--- config.mk ---
export PLATFORM = sky130hd
export DESIGN_NAME = irq_router
export DESIGN_NICKNAME = d
export VERILOG_FILES = /design/src/rtl/irq_router_pkg.sv /design/src/rtl/irq_status_unit.sv /design/src/rtl/irq_enable_bank.sv /design/src/rtl/irq_cpu_encoder.sv /design/src/rtl/irq_router.sv
export SDC_FILE = /design/constraint.sdc
export NUM_CORES = 1
export LEC_CHECK = 0
export CAP_MARGIN = 15
export CORE_UTILIZATION = 35
export CTS_BUF_LIST = sky130_fd_sc_hd__clkbuf_2 sky130_fd_sc_hd__clkbuf_4 sky130_fd_sc_hd__clkbuf_8
export DETAILED_ROUTE_END_ITERATION = 7
export PLACE_DENSITY_LB_ADDON = 0.08
export SYNTH_ARGS = -nofsm -noshare
export SYNTH_HDL_FRONTEND = slang
export SYNTH_SLANG_ARGS = --single-unit
--- constraint.sdc ---
create_clock -name clk_i -period 2.5 [get_ports clk_i]
set_input_delay 0.25 -clock clk_i [delete_from_list [all_inputs] [get_ports clk_i]]
set_output_delay 0.25 -clock clk_i [all_outputs]
set_load 0.03 [all_outputs]
--- src/rtl/irq_router_pkg.sv ---
package irq_router_pkg;
  localparam int unsigned DW    = 32;
  localparam int unsigned N_BUS = 7;
  localparam int unsigned N_DEV = 6;
  localparam int unsigned N_FLT = 4;
  localparam int unsigned LVL_W = 3;
  localparam int unsigned N_LVL = 7;

  localparam logic [7:0] OFF_EN_ALL   = 8'h3C;
  localparam logic [7:0] OFF_STATUS   = 8'h40;
  localparam logic [7:0] OFF_SOFT_SET = 8'h80;
  localparam logic [7:0] OFF_SOFT_CLR = 8'h84;
  localparam logic [7:0] OFF_FLT_CLR  = 8'h8C;

  localparam int SOFT_HI_BASE = 24;

  // fault index = clear bit position
  localparam int FI_SYSFAIL = 0;
  localparam int FI_ACFAIL  = 1;
  localparam int FI_ABORT   = 2;
  localparam int FI_ARBTO   = 3;

  localparam int BUS_POS [N_BUS] = '{4, 6, 10, 12, 14, 19, 23};
  localparam int DEV_POS [N_DEV] = '{7, 8, 16, 17, 21, 28};
  localparam int FLT_POS [N_FLT] = '{20, 30, 31, 29};

  function automatic logic [DW-1:0] bit_at(input int p);
    return DW'(1) << p;
  endfunction

  function automatic logic [DW-1:0] soft_mask(input int ncpu);
    logic [DW-1:0] m;
    m = '0;
    for (int n = 0; n < ncpu; n++) begin
      m = m | bit_at(n) | bit_at(n + SOFT_HI_BASE);
    end
    return m;
  endfunction

  function automatic logic [DW-1:0] level_mask(input int lvl);
    case (lvl)
      7: return bit_at(FLT_POS[FI_ABORT]) | bit_at(FLT_POS[FI_ACFAIL]) |
                bit_at(BUS_POS[6]) | bit_at(FLT_POS[FI_SYSFAIL]);
      6: return bit_at(BUS_POS[5]);
      5: return bit_at(BUS_POS[4]) | bit_at(DEV_POS[5]) | bit_at(DEV_POS[4]);
      4: return bit_at(BUS_POS[3]);
      3: return bit_at(BUS_POS[2]) | bit_at(DEV_POS[3]);
      2: return bit_at(BUS_POS[1]);
      1: return bit_at(BUS_POS[0]);
      default: return '0;
    endcase
  endfunction

  function automatic logic [DW-1:0] mapped_mask(input int ncpu);
    logic [DW-1:0] m;
    m = soft_mask(ncpu);
    for (int k = 0; k < int'(N_BUS); k++) m = m | bit_at(BUS_POS[k]);
    for (int k = 0; k < int'(N_DEV); k++) m = m | bit_at(DEV_POS[k]);
    for (int k = 0; k < int'(N_FLT); k++) m = m | bit_at(FLT_POS[k]);
    return m;
  endfunction
endpackage

--- src/rtl/irq_status_unit.sv ---
module irq_status_unit
  import irq_router_pkg::*;
#(
  parameter int unsigned NUM_CPU = 4
) (
  input  logic             clk_i,
  input  logic             rst_ni,
  input  logic [N_BUS-1:0] bus_i,
  input  logic [N_DEV-1:0] dev_i,
  input  logic [N_FLT-1:0] flt_i,
  input  logic             soft_set_i,
  input  logic             soft_clr_i,
  input  logic             flt_clr_i,
  input  logic [DW-1:0]    wdata_i,
  output logic [DW-1:0]    status_o
);
  localparam logic [DW-1:0] SOFT_M = soft_mask(NUM_CPU);

  logic [N_BUS-1:0] bus_q;
  logic [N_DEV-1:0] dev_q;
  logic [N_FLT-1:0] flt_q, flt_prev_q, flt_rise, flt_clr;
  logic [DW-1:0]    soft_q, soft_d;

  assign flt_rise = flt_i & ~flt_prev_q;
  assign flt_clr  = flt_clr_i ? wdata_i[N_FLT-1:0] : '0;

  always_comb begin
    soft_d = soft_q;
    if (soft_set_i) soft_d = soft_d | (wdata_i & SOFT_M);
    if (soft_clr_i) soft_d = soft_d & ~(wdata_i & SOFT_M);
  end

  always_ff @(posedge clk_i or negedge rst_ni) begin
    if (!rst_ni) begin
      bus_q      <= '0;
      dev_q      <= '0;
      flt_q      <= '0;
      flt_prev_q <= '0;
      soft_q     <= '0;
    end else begin
      bus_q      <= bus_i;
      dev_q      <= dev_i;
      flt_prev_q <= flt_i;
      // rising edge wins over a same-cycle clear
      flt_q      <= (flt_q & ~flt_clr) | flt_rise;
      soft_q     <= soft_d;
    end
  end

  always_comb begin
    status_o = soft_q & SOFT_M;
    for (int k = 0; k < int'(N_BUS); k++) status_o[BUS_POS[k]] = bus_q[k];
    for (int k = 0; k < int'(N_DEV); k++) status_o[DEV_POS[k]] = dev_q[k];
    for (int k = 0; k < int'(N_FLT); k++) status_o[FLT_POS[k]] = flt_q[k];
  end
endmodule

--- src/rtl/irq_enable_bank.sv ---
module irq_enable_bank
  import irq_router_pkg::*;
#(
  parameter int unsigned NUM_CPU = 4,
  parameter int unsigned ADDR_W  = 8
) (
  input  logic                  clk_i,
  input  logic                  rst_ni,
  input  logic                  wr_i,
  input  logic [ADDR_W-1:0]     addr_i,
  input  logic [DW-1:0]         wdata_i,
  output logic [NUM_CPU*DW-1:0] en_o,
  output logic [DW-1:0]         rd_val_o
);
  localparam logic [ADDR_W-1:0] A_ALL = ADDR_W'(OFF_EN_ALL);

  logic [NUM_CPU-1:0] hit;

  for (genvar n = 0; n < int'(NUM_CPU); n++) begin : g_cpu
    localparam logic [ADDR_W-1:0] A_OWN = ADDR_W'(4 << n);
    logic [DW-1:0] en_q;

    assign hit[n] = (addr_i == A_OWN);

    always_ff @(posedge clk_i or negedge rst_ni) begin
      if (!rst_ni)                                en_q <= '0;
      else if (wr_i && (hit[n] || addr_i == A_ALL)) en_q <= wdata_i;
    end

    assign en_o[n*DW +: DW] = en_q;
  end

  always_comb begin
    rd_val_o = '0;
    for (int n = 0; n < int'(NUM_CPU); n++) begin
      if (hit[n]) rd_val_o = en_o[n*DW +: DW];
    end
  end
endmodule

--- src/rtl/irq_cpu_encoder.sv ---
module irq_cpu_encoder
  import irq_router_pkg::*;
(
  input  logic [DW-1:0]    status_i,
  input  logic [DW-1:0]    en_i,
  output logic             irq_o,
  output logic [LVL_W-1:0] lvl_o
);
  logic [DW-1:0] pend;

  assign pend  = status_i & en_i;
  assign irq_o = |pend;

  always_comb begin
    lvl_o = '0;
    for (int l = 1; l <= int'(N_LVL); l++) begin
      if (|(pend & level_mask(l))) lvl_o = LVL_W'(l);
    end
  end
endmodule

--- src/rtl/irq_router.sv ---
module irq_router
  import irq_router_pkg::*;
#(
  parameter int unsigned NUM_CPU = 4,
  parameter int unsigned ADDR_W  = 8
) (
  input  logic                     clk_i,
  input  logic                     rst_ni,
  input  logic                     req_i,
  input  logic                     we_i,
  input  logic [ADDR_W-1:0]        addr_i,
  input  logic [31:0]              wdata_i,
  output logic [31:0]              rdata_o,
  input  logic [6:0]               bus_irq_i,
  input  logic [5:0]               dev_irq_i,
  input  logic [3:0]               fault_i,
  output logic [NUM_CPU-1:0]       irq_o,
  output logic [NUM_CPU*LVL_W-1:0] level_o
);
  logic                  wr, rd;
  logic [DW-1:0]         status_w, en_rd, rdata_q;
  logic [NUM_CPU*DW-1:0] en_w;

  assign wr = req_i && we_i;
  assign rd = req_i && !we_i;

  irq_status_unit #(.NUM_CPU(NUM_CPU)) u_status (
    .clk_i      (clk_i),
    .rst_ni     (rst_ni),
    .bus_i      (bus_irq_i),
    .dev_i      (dev_irq_i),
    .flt_i      (fault_i),
    .soft_set_i (wr && addr_i == ADDR_W'(OFF_SOFT_SET)),
    .soft_clr_i (wr && addr_i == ADDR_W'(OFF_SOFT_CLR)),
    .flt_clr_i  (wr && addr_i == ADDR_W'(OFF_FLT_CLR)),
    .wdata_i    (wdata_i),
    .status_o   (status_w)
  );

  irq_enable_bank #(.NUM_CPU(NUM_CPU), .ADDR_W(ADDR_W)) u_en (
    .clk_i    (clk_i),
    .rst_ni   (rst_ni),
    .wr_i     (wr),
    .addr_i   (addr_i),
    .wdata_i  (wdata_i),
    .en_o     (en_w),
    .rd_val_o (en_rd)
  );

  for (genvar n = 0; n < int'(NUM_CPU); n++) begin : g_enc
    irq_cpu_encoder u_enc (
      .status_i (status_w),
      .en_i     (en_w[n*DW +: DW]),
      .irq_o    (irq_o[n]),
      .lvl_o    (level_o[n*LVL_W +: LVL_W])
    );
  end

  always_ff @(posedge clk_i or negedge rst_ni) begin
    if (!rst_ni)                                 rdata_q <= '0;
    else if (!rd)                                rdata_q <= '0;
    else if (addr_i == ADDR_W'(OFF_STATUS))      rdata_q <= status_w;
    else                                         rdata_q <= en_rd;
  end

  assign rdata_o = rdata_q;
endmodule

==> results.json, run 1 <==
{
  "die_w_um": 160.8,
  "drive_gt1_share_pct": 28.33,
  "synth_top_area_share_pct": 53.56,
  "via_count": 7142,
  "synth_seq_cells": 189,
  "drv_cap": 0,
  "yosys.cell_types.count": 45,
  "wl_per_cell_um": 24.54,
  "fp.dieH_um": 160.8,
  "synth_enable_flop_cells": 0,
  "viasPerCell": 5.972,
  "path_cells": "a222oi_1, buf_4, nand2_2, or2_4, or3_4, buf_6",
  "htreeDepth": 4,
  "yosysSeqAreaShare_pct": 53.56,
  "synth_top_area_cell": "dfrtp_1",
  "cp_slowest_cell": "a222oi_1",
  "coreArea_um2": 24530,
  "drcViolationCount": 0,
  "start_util_pct": 35.99,
  "min_period_ns": 2.722,
  "reg2reg_from": "u_status.bus_q[0]$_DFF_PN0_",
  "final_antenna_net_count": 0,
  "synth_ff_type": "dfrtp_1",
  "hold_viol_final": 0,
  "gp_congestion": 0.8625,
  "avgSynthCellArea_um2": 11.96,
  "clockBufferDepth": 2,
  "rsz0062_at_grt": "true",
  "dieArea_um2": 25870,
  "grt_pass1_vias": 7368,
  "peakVddDrop_uv": 262.0,
  "path_class": "flip-flop to primary output",
  "nets": 921,
  "track_usage_pct": 23.27,
  "timing.rr.end": "rdata_o[4]$_DFF_PN0_",
  "grt_pass1_wl_um": 45150,
  "dr.pass1.iters": 7,
  "antennaDiodeCount": 0,
  "area_growth_pct": 26.20,
  "r2r_setup_slack_ns": 1.32,
  "io_buffer_count": 108,
  "setup.worst_path.end": "irq_o[3]",
  "fmax_mhz": 367.4,
  "cp_data_required_time_ns": 2.25,
  "routed_wl_um": 29350,
  "worst_slack_ns": -0.2220,
  "floorplan.rows": 57,
  "clk_pin_slew_worst_paths_ns": 0.10,
  "antenna_found_initial": 0,
  "synth.net_count": 799,
  "crit_path_max_fanout": 5,
  "max_stage_delay_ns": 0.56,
  "hpwl_um": 18940,
  "async_flop_share_pct": 100.0,
  "n_fill_cell": 2344,
  "leakagePower_uw": 0.004922,
  "reg2reg_depth": 3,
  "cp-startpoint": "u_status.bus_q[4]$_DFF_PN0_",
  "yosysWarnings": 0,
  "timing.critical_path.arrival_ns": 2.47,
  "clk_latency_ns": 0.47,
  "synth_cells": 738,
  "drtIter0Drc": 550,
  "numCtsBuffers": 17,
  "finalCritPeriodShare_pct": 108.9,
  "worst_setup_path_end_kind": "primary output",
  "clock-sinks": 189,
  "finalSetupViolCount": 5,
  "grt_max_degree": 68,
  "slew_viol_final": 0,
  "cts_root_buf": "clkbuf_8",
  "io_pins": 109,
  "status": "finished with violations",
  "cts_tree": "yes",
  "final_util_pct": 45.42,
  "violations": "setup timing",
  "startpoint_type": "flip-flop",
  "syn-cell-area_um2": 8830,
  "hold_slack_ns": 0.2030,
  "min_path_type": "input port to flip-flop",
  "worst_pin_slew_ns": 0.6139,
  "ys_top_cells_by_area": "dfrtp_1 54%, mux2_2 15%, a22oi_1 5.1%, o2bb2ai_1 5.0%, a21oi_1 2.9%",
  "finClkSkew_ns": 0.01305,
  "worst_slew_margin_rel_pct": 59.07,
  "grt.overflow.total": 0,
  "power.density_nw_per_um2": 575.7
}
==> critical path: cells and delay by family (launching register included) <==
kind / cells / cell delay, ns
AOI/OAI and AO/OA: 1 / 0.56
buffers and inverters: 2 / 0.37
DFF: 1 / 0.44
and+or+nand+nor: 3 / 0.64
==> power breakdown <==
| part | leakage [uW] | switching (uW) | total, uW | internal [uW] |
|---|---|---|---|---|
| Combinational | 0.00218 | 581 | 1060 | 476 |
| Clock | 0.000184 | 1150 | 2070 | 917 |
| Sequential | 0.00256 | 118 | 3290 | 3170 |
| Total | 0.00492 | 1850 | 6420 | 4570 |
==> cells in the mapped netlist, drive strengths merged, types with 6 or more instances <==
cell type,count
a22oi,60
o2bb2ai,50
o22ai,32
o21ai,43
a21oi,52
and3,9
nor2,9
buf,32
nand4,6
clkbuf,27
nor2b,7
nand2,20
o2111ai,6
a222oi,8
dfrtp,189
mux2,128
==> layout by cell type (no fill, tap or decap), types with 18 or more instances in the layout <==
master	count
a21oi_1	52
a22oi_1	59
buf_4	38
clkbuf_8	18
clkdlybuf4s50_1	91
dfrtp_1	188
mux2_2	119
nand2_1	19
o21ai_0	38
o22ai_1	32
o2bb2ai_1	50
==> cell families (layout without fill, tap and decap cells) <==
group	after synthesis	after routing	share of synthesized area (%)
simple gates	87	87	5.810
buf+inv	63	197	3.231
compound gates	271	271	21.07
mux	128	128	16.32
flops	189	189	53.56
==> area by class of cell <==
| type | instances | area (um^2) | area share (%) |
|---|---|---|---|
| Sequential cell | 189 | 4731 | 42.45 |
| Multi-Input combinational cell | 486 | 3946 | 35.41 |
| Timing Repair Buffer | 162 | 1657 | 14.87 |
| Tap cell | 324 | 405.4 | 3.638 |
| Clock buffer | 19 | 249.0 | 2.234 |
| Clock inverter | 12 | 140.1 | 1.258 |
| Inverter | 4 | 15.01 | 0.1347 |
==> per-stage QoR <==
step	area (um^2)	instances	worst slack [ns]	total power [uW]	setup TNS, ns
after floorplan	8830	738	0.2836	3826	0
after CTS	11110	1193	-0.1916	6458	-0.6426
after global placement	10610	1154	0.1107	4336	0
after global routing	11140	1196	-0.2833	6682	-1.156
final	11140	1196	-0.2220	6416	-0.7599
after detailed placement	10610	1154	0.1097	4350	0
==> state kept, by name, indices dropped and copies added (netlist names), named ones only <==
signal,count
rdata_o,32
u_en.g_cpu.en_q,128
u_status.flt_prev_q,4
u_status.bus_q,7
u_status.flt_q,4
u_status.dev_q,6
==> per-layer routing <==
| layer | global-route usage [%] | vias to the layer above | routed length [um] |
|---|---|---|---|
| li1 | - | 3089 | - |
| met1 | 31.57 | 3670 | 12890 |
| met2 | 35.69 | 308 | 13680 |
| met3 | 5.165 | 75 | 1838 |
| met4 | 10.12 | 0 | 949 |
| met5 | 0 | - | 0 |
==> timing repair <==
action                                 in CTS  in global routing
setup endpoints to repair                  16                 12
endpoints found under the hold margin      65                  0
pin swaps                                  10                  8
setup buffers                               7                  3
gates resized for setup                    48                 25
hold buffers                                1                  0
==> how the worst min path moves through the flow <==
stage / from / end / slack, ns / depth (start not counted)
global placement: rst_ni / u_en.g_cpu[3].en_q[30]$_DFFE_PN0P_ / 0.31 / 1
floorplan: rst_ni / asynchronous set/reset pin / -0.05 / 0
finish: dev_irq_i[2] / u_status.dev_q[2]$_DFF_PN0_ / 0.20 / 1
detailed placement: rst_ni / rdata_o[30]$_DFF_PN0_ / 0.30 / 1
global route: dev_irq_i[2] / u_status.dev_q[2]$_DFF_PN0_ / 0.18 / 1
CTS: dev_irq_i[2] / u_status.dev_q[2]$_DFF_PN0_ / 0.18 / 1
Note: power is estimated with default switching activity, not from simulation.
==> run 2: changes to the inputs <==
--- a/config.mk
+++ b/config.mk
@@ -6,6 +6,8 @@
 export NUM_CORES = 1
 export LEC_CHECK = 0
 export CAP_MARGIN = 15
+export CORE_ASPECT_RATIO = 0.6
+export CORE_MARGIN = 8
 export CORE_UTILIZATION = 35
 export CTS_BUF_LIST = sky130_fd_sc_hd__clkbuf_2 sky130_fd_sc_hd__clkbuf_4 sky130_fd_sc_hd__clkbuf_8
 export DETAILED_ROUTE_END_ITERATION = 7
==> run 2 against run 1 <==
  * The flow still finishes with violations (setup timing)
  * Critical path depth increased by 1
  * Routed wire length increased by 4.0%
  * Via count about the same
  * Clock skew is 0.0044 ns lower
  * Cell count is 0.75% higher
  * Critical path type unchanged
  * Non-clock buffer count grew 1
  * Combinational power about the same
  * Clock power decreased by 6%
==> results.json, run 2 (synthesis results as in run 1) <==
{
  "fmax_mhz": 371.8,
  "io_pins": 109,
  "violations": "setup timing",
  "clk_pin_slew_worst_paths_ns": 0.10,
  "io_buffer_count": 108,
  "grt.overflow.total": 0,
  "clockBufferDepth": 2,
  "fin_total_pwr_uw": 6331,
  "drcViolationCount": 0,
  "timing.critical_path.arrival_ns": 2.44,
  "grt_max_degree": 70,
  "crit_path_max_fanout": 4,
  "drtIter0Drc": 685,
  "cts_tree": "yes",
  "numCtsBuffers": 17,
  "gp_congestion": 0.8617,
  "grt_pass1_wl_um": 46890,
  "hold_slack_ns": 0.1777,
  "top_usage_layer": "met2",
  "cp_data_required_time_ns": 2.25,
  "min_period_ns": 2.689,
  "layout_common_cells": "181 x dfrtp_1, 119 x mux2_2, 91 x clkdlybuf4s50_1",
  "worst_slew_margin_rel_pct": 58.75,
  "drive_gt1_share_pct": 30.09,
  "pwr-share-comb_pct": 17.1,
  "gr-usage-met3_pct": 6.399,
  "status": "finished with violations",
  "htreeDepth": 4,
  "power_frac_clock_pct": 30.8,
  "dieArea_um2": 30730,
  "power_switching_uw": 1951,
  "clock-sinks": 189,
  "finClkSkew_ns": 0.008660,
  "final_antenna_net_count": 0,
  "die_w_um": 221.1,
  "start_util_pct": 35.24,
  "fp.dieH_um": 139.0,
  "swShare_pct": 30.81,
  "routed_wl_um": 30520,
  "rsz0062_at_grt": "true",
  "drv_cap": 0,
  "hold_viol_final": 0,
  "power.density_nw_per_um2": 566.1,
  "nets": 922,
  "grt_pass1_vias": 7540,
  "path_class": "flip-flop to primary output",
  "hpwl_um": 20730,
  "area_growth_pct": 26.65,
  "antenna_found_initial": 2,
  "finalSetupViolCount": 4,
  "min_path_type": "input port to flip-flop",
  "finalCritPeriodShare_pct": 107.6,
  "cts_root_buf": "clkbuf_8",
  "peakVddDrop_uv": 269.9,
  "layout_commonest_cell": "dfrtp_1",
  "leakagePower_uw": 0.004930,
  "via_count": 7146,
  "coreArea_um2": 25060,
  "viasPerCell": 5.930,
  "met1_usage_pct": 26.98,
  "slew_viol_final": 0,
  "floorplan.rows": 45,
  "worst_slack_ns": -0.1893,
  "largest_register": "u_en.g_cpu.en_q",
  "clk_latency_ns": 0.50,
  "use_met2_pct": 30.18,
  "wl_per_cell_um": 25.33,
  "internal_power_uw": 4380,
  "worst_setup_path_end_kind": "primary output",
  "seq_power_share_pct": 52.1,
  "worst_pin_slew_ns": 0.6187,
  "track_usage_pct": 19.90,
  "startpoint_type": "flip-flop",
  "largest_reg_flops": 128,
  "dr.pass1.iters": 6
}
run 2: worst paths after layout:
path,from,to,slack (ns),depth (start not counted)
worst max-delay path,u_status.dev_q[5]$_DFF_PN0_,irq_o[3],-0.19,7
worst min-delay path,bus_irq_i[6],u_status.bus_q[6]$_DFF_PN0_,0.18,1
worst max register to register,u_status.dev_q[5]$_DFF_PN0_,rdata_o[28]$_DFF_PN0_,1.21,6
worst min register to register,u_status.flt_prev_q[0]$_DFF_PN0_,u_status.flt_q[0]$_DFF_PN0_,0.43,1
max in group asynchronous,rst_ni,u_en.g_cpu[3].en_q[16]$_DFFE_PN0P_,1.42,3
min in group asynchronous,rst_ni,u_en.g_cpu[3].en_q[11]$_DFFE_PN0P_,0.28,2
run 2: through the flow:
step,util [%],instance area [um^2],instances,setup TNS [ns],worst slack [ns]
2_1_floorplan,-,8830,738,0,0.2836
3_3_place_gp,42.35,10610,1158,0,0.07488
3_5_place_dp,42.35,10610,1158,0,0.03463
4_1_cts,44.33,11110,1198,-0.7352,-0.2241
5_1_grt,44.63,11180,1205,-1.265,-0.3049
6_report,44.63,11180,1205,-0.7131,-0.1893
run 2: critical path: stages (launching register included):
cell and delay, ns:
dfrtp_2 0.45, buf_6 0.13, buf_6 0.10, a222oi_1 0.34
nand2_1 0.14, or2_4 0.29, or3_4 0.35, buf_6 0.15
run 2: layer usage:
layer / part of all wire [%] / wire, um
met1: 45 / 13860
met2: 45 / 13730
met3: 8.2 / 2488
met4: 1.4 / 442
met5: 0 / 0
run 2: what timing repair did:
item	CTS	global route
gates cloned	0	0
setup endpoints to repair	16	14
hold endpoints to repair	55	0
pin swaps	11	11
hold buffers	1	0
gates resized for setup	45	40
setup buffers	7	8
run 2: cell type report:
cell class              instances  area [um^2]
clock buffers                  17        234.0
multi-input cells             486         3970
diodes                          2        5.005
inverters                       4        15.01
repair buffers                163         1675
fillers                      2289        13870
well taps                     329        411.6
flip-flops and latches        189         4740
clock inverters                15        132.6
run 2: power by group through the flow:
| stage | clock [uW] | sequential, uW | combinational (uW) |
|---|---|---|---|
| CTS | 2020 | 3290 | 1060 |
| floorplan | 0 | 3300 | 524 |
| detailed placement | 0 | 3350 | 1010 |
| global placement | 0 | 3350 | 996 |
| global route | 2140 | 3320 | 1160 |
| finish | 1950 | 3300 | 1080 |
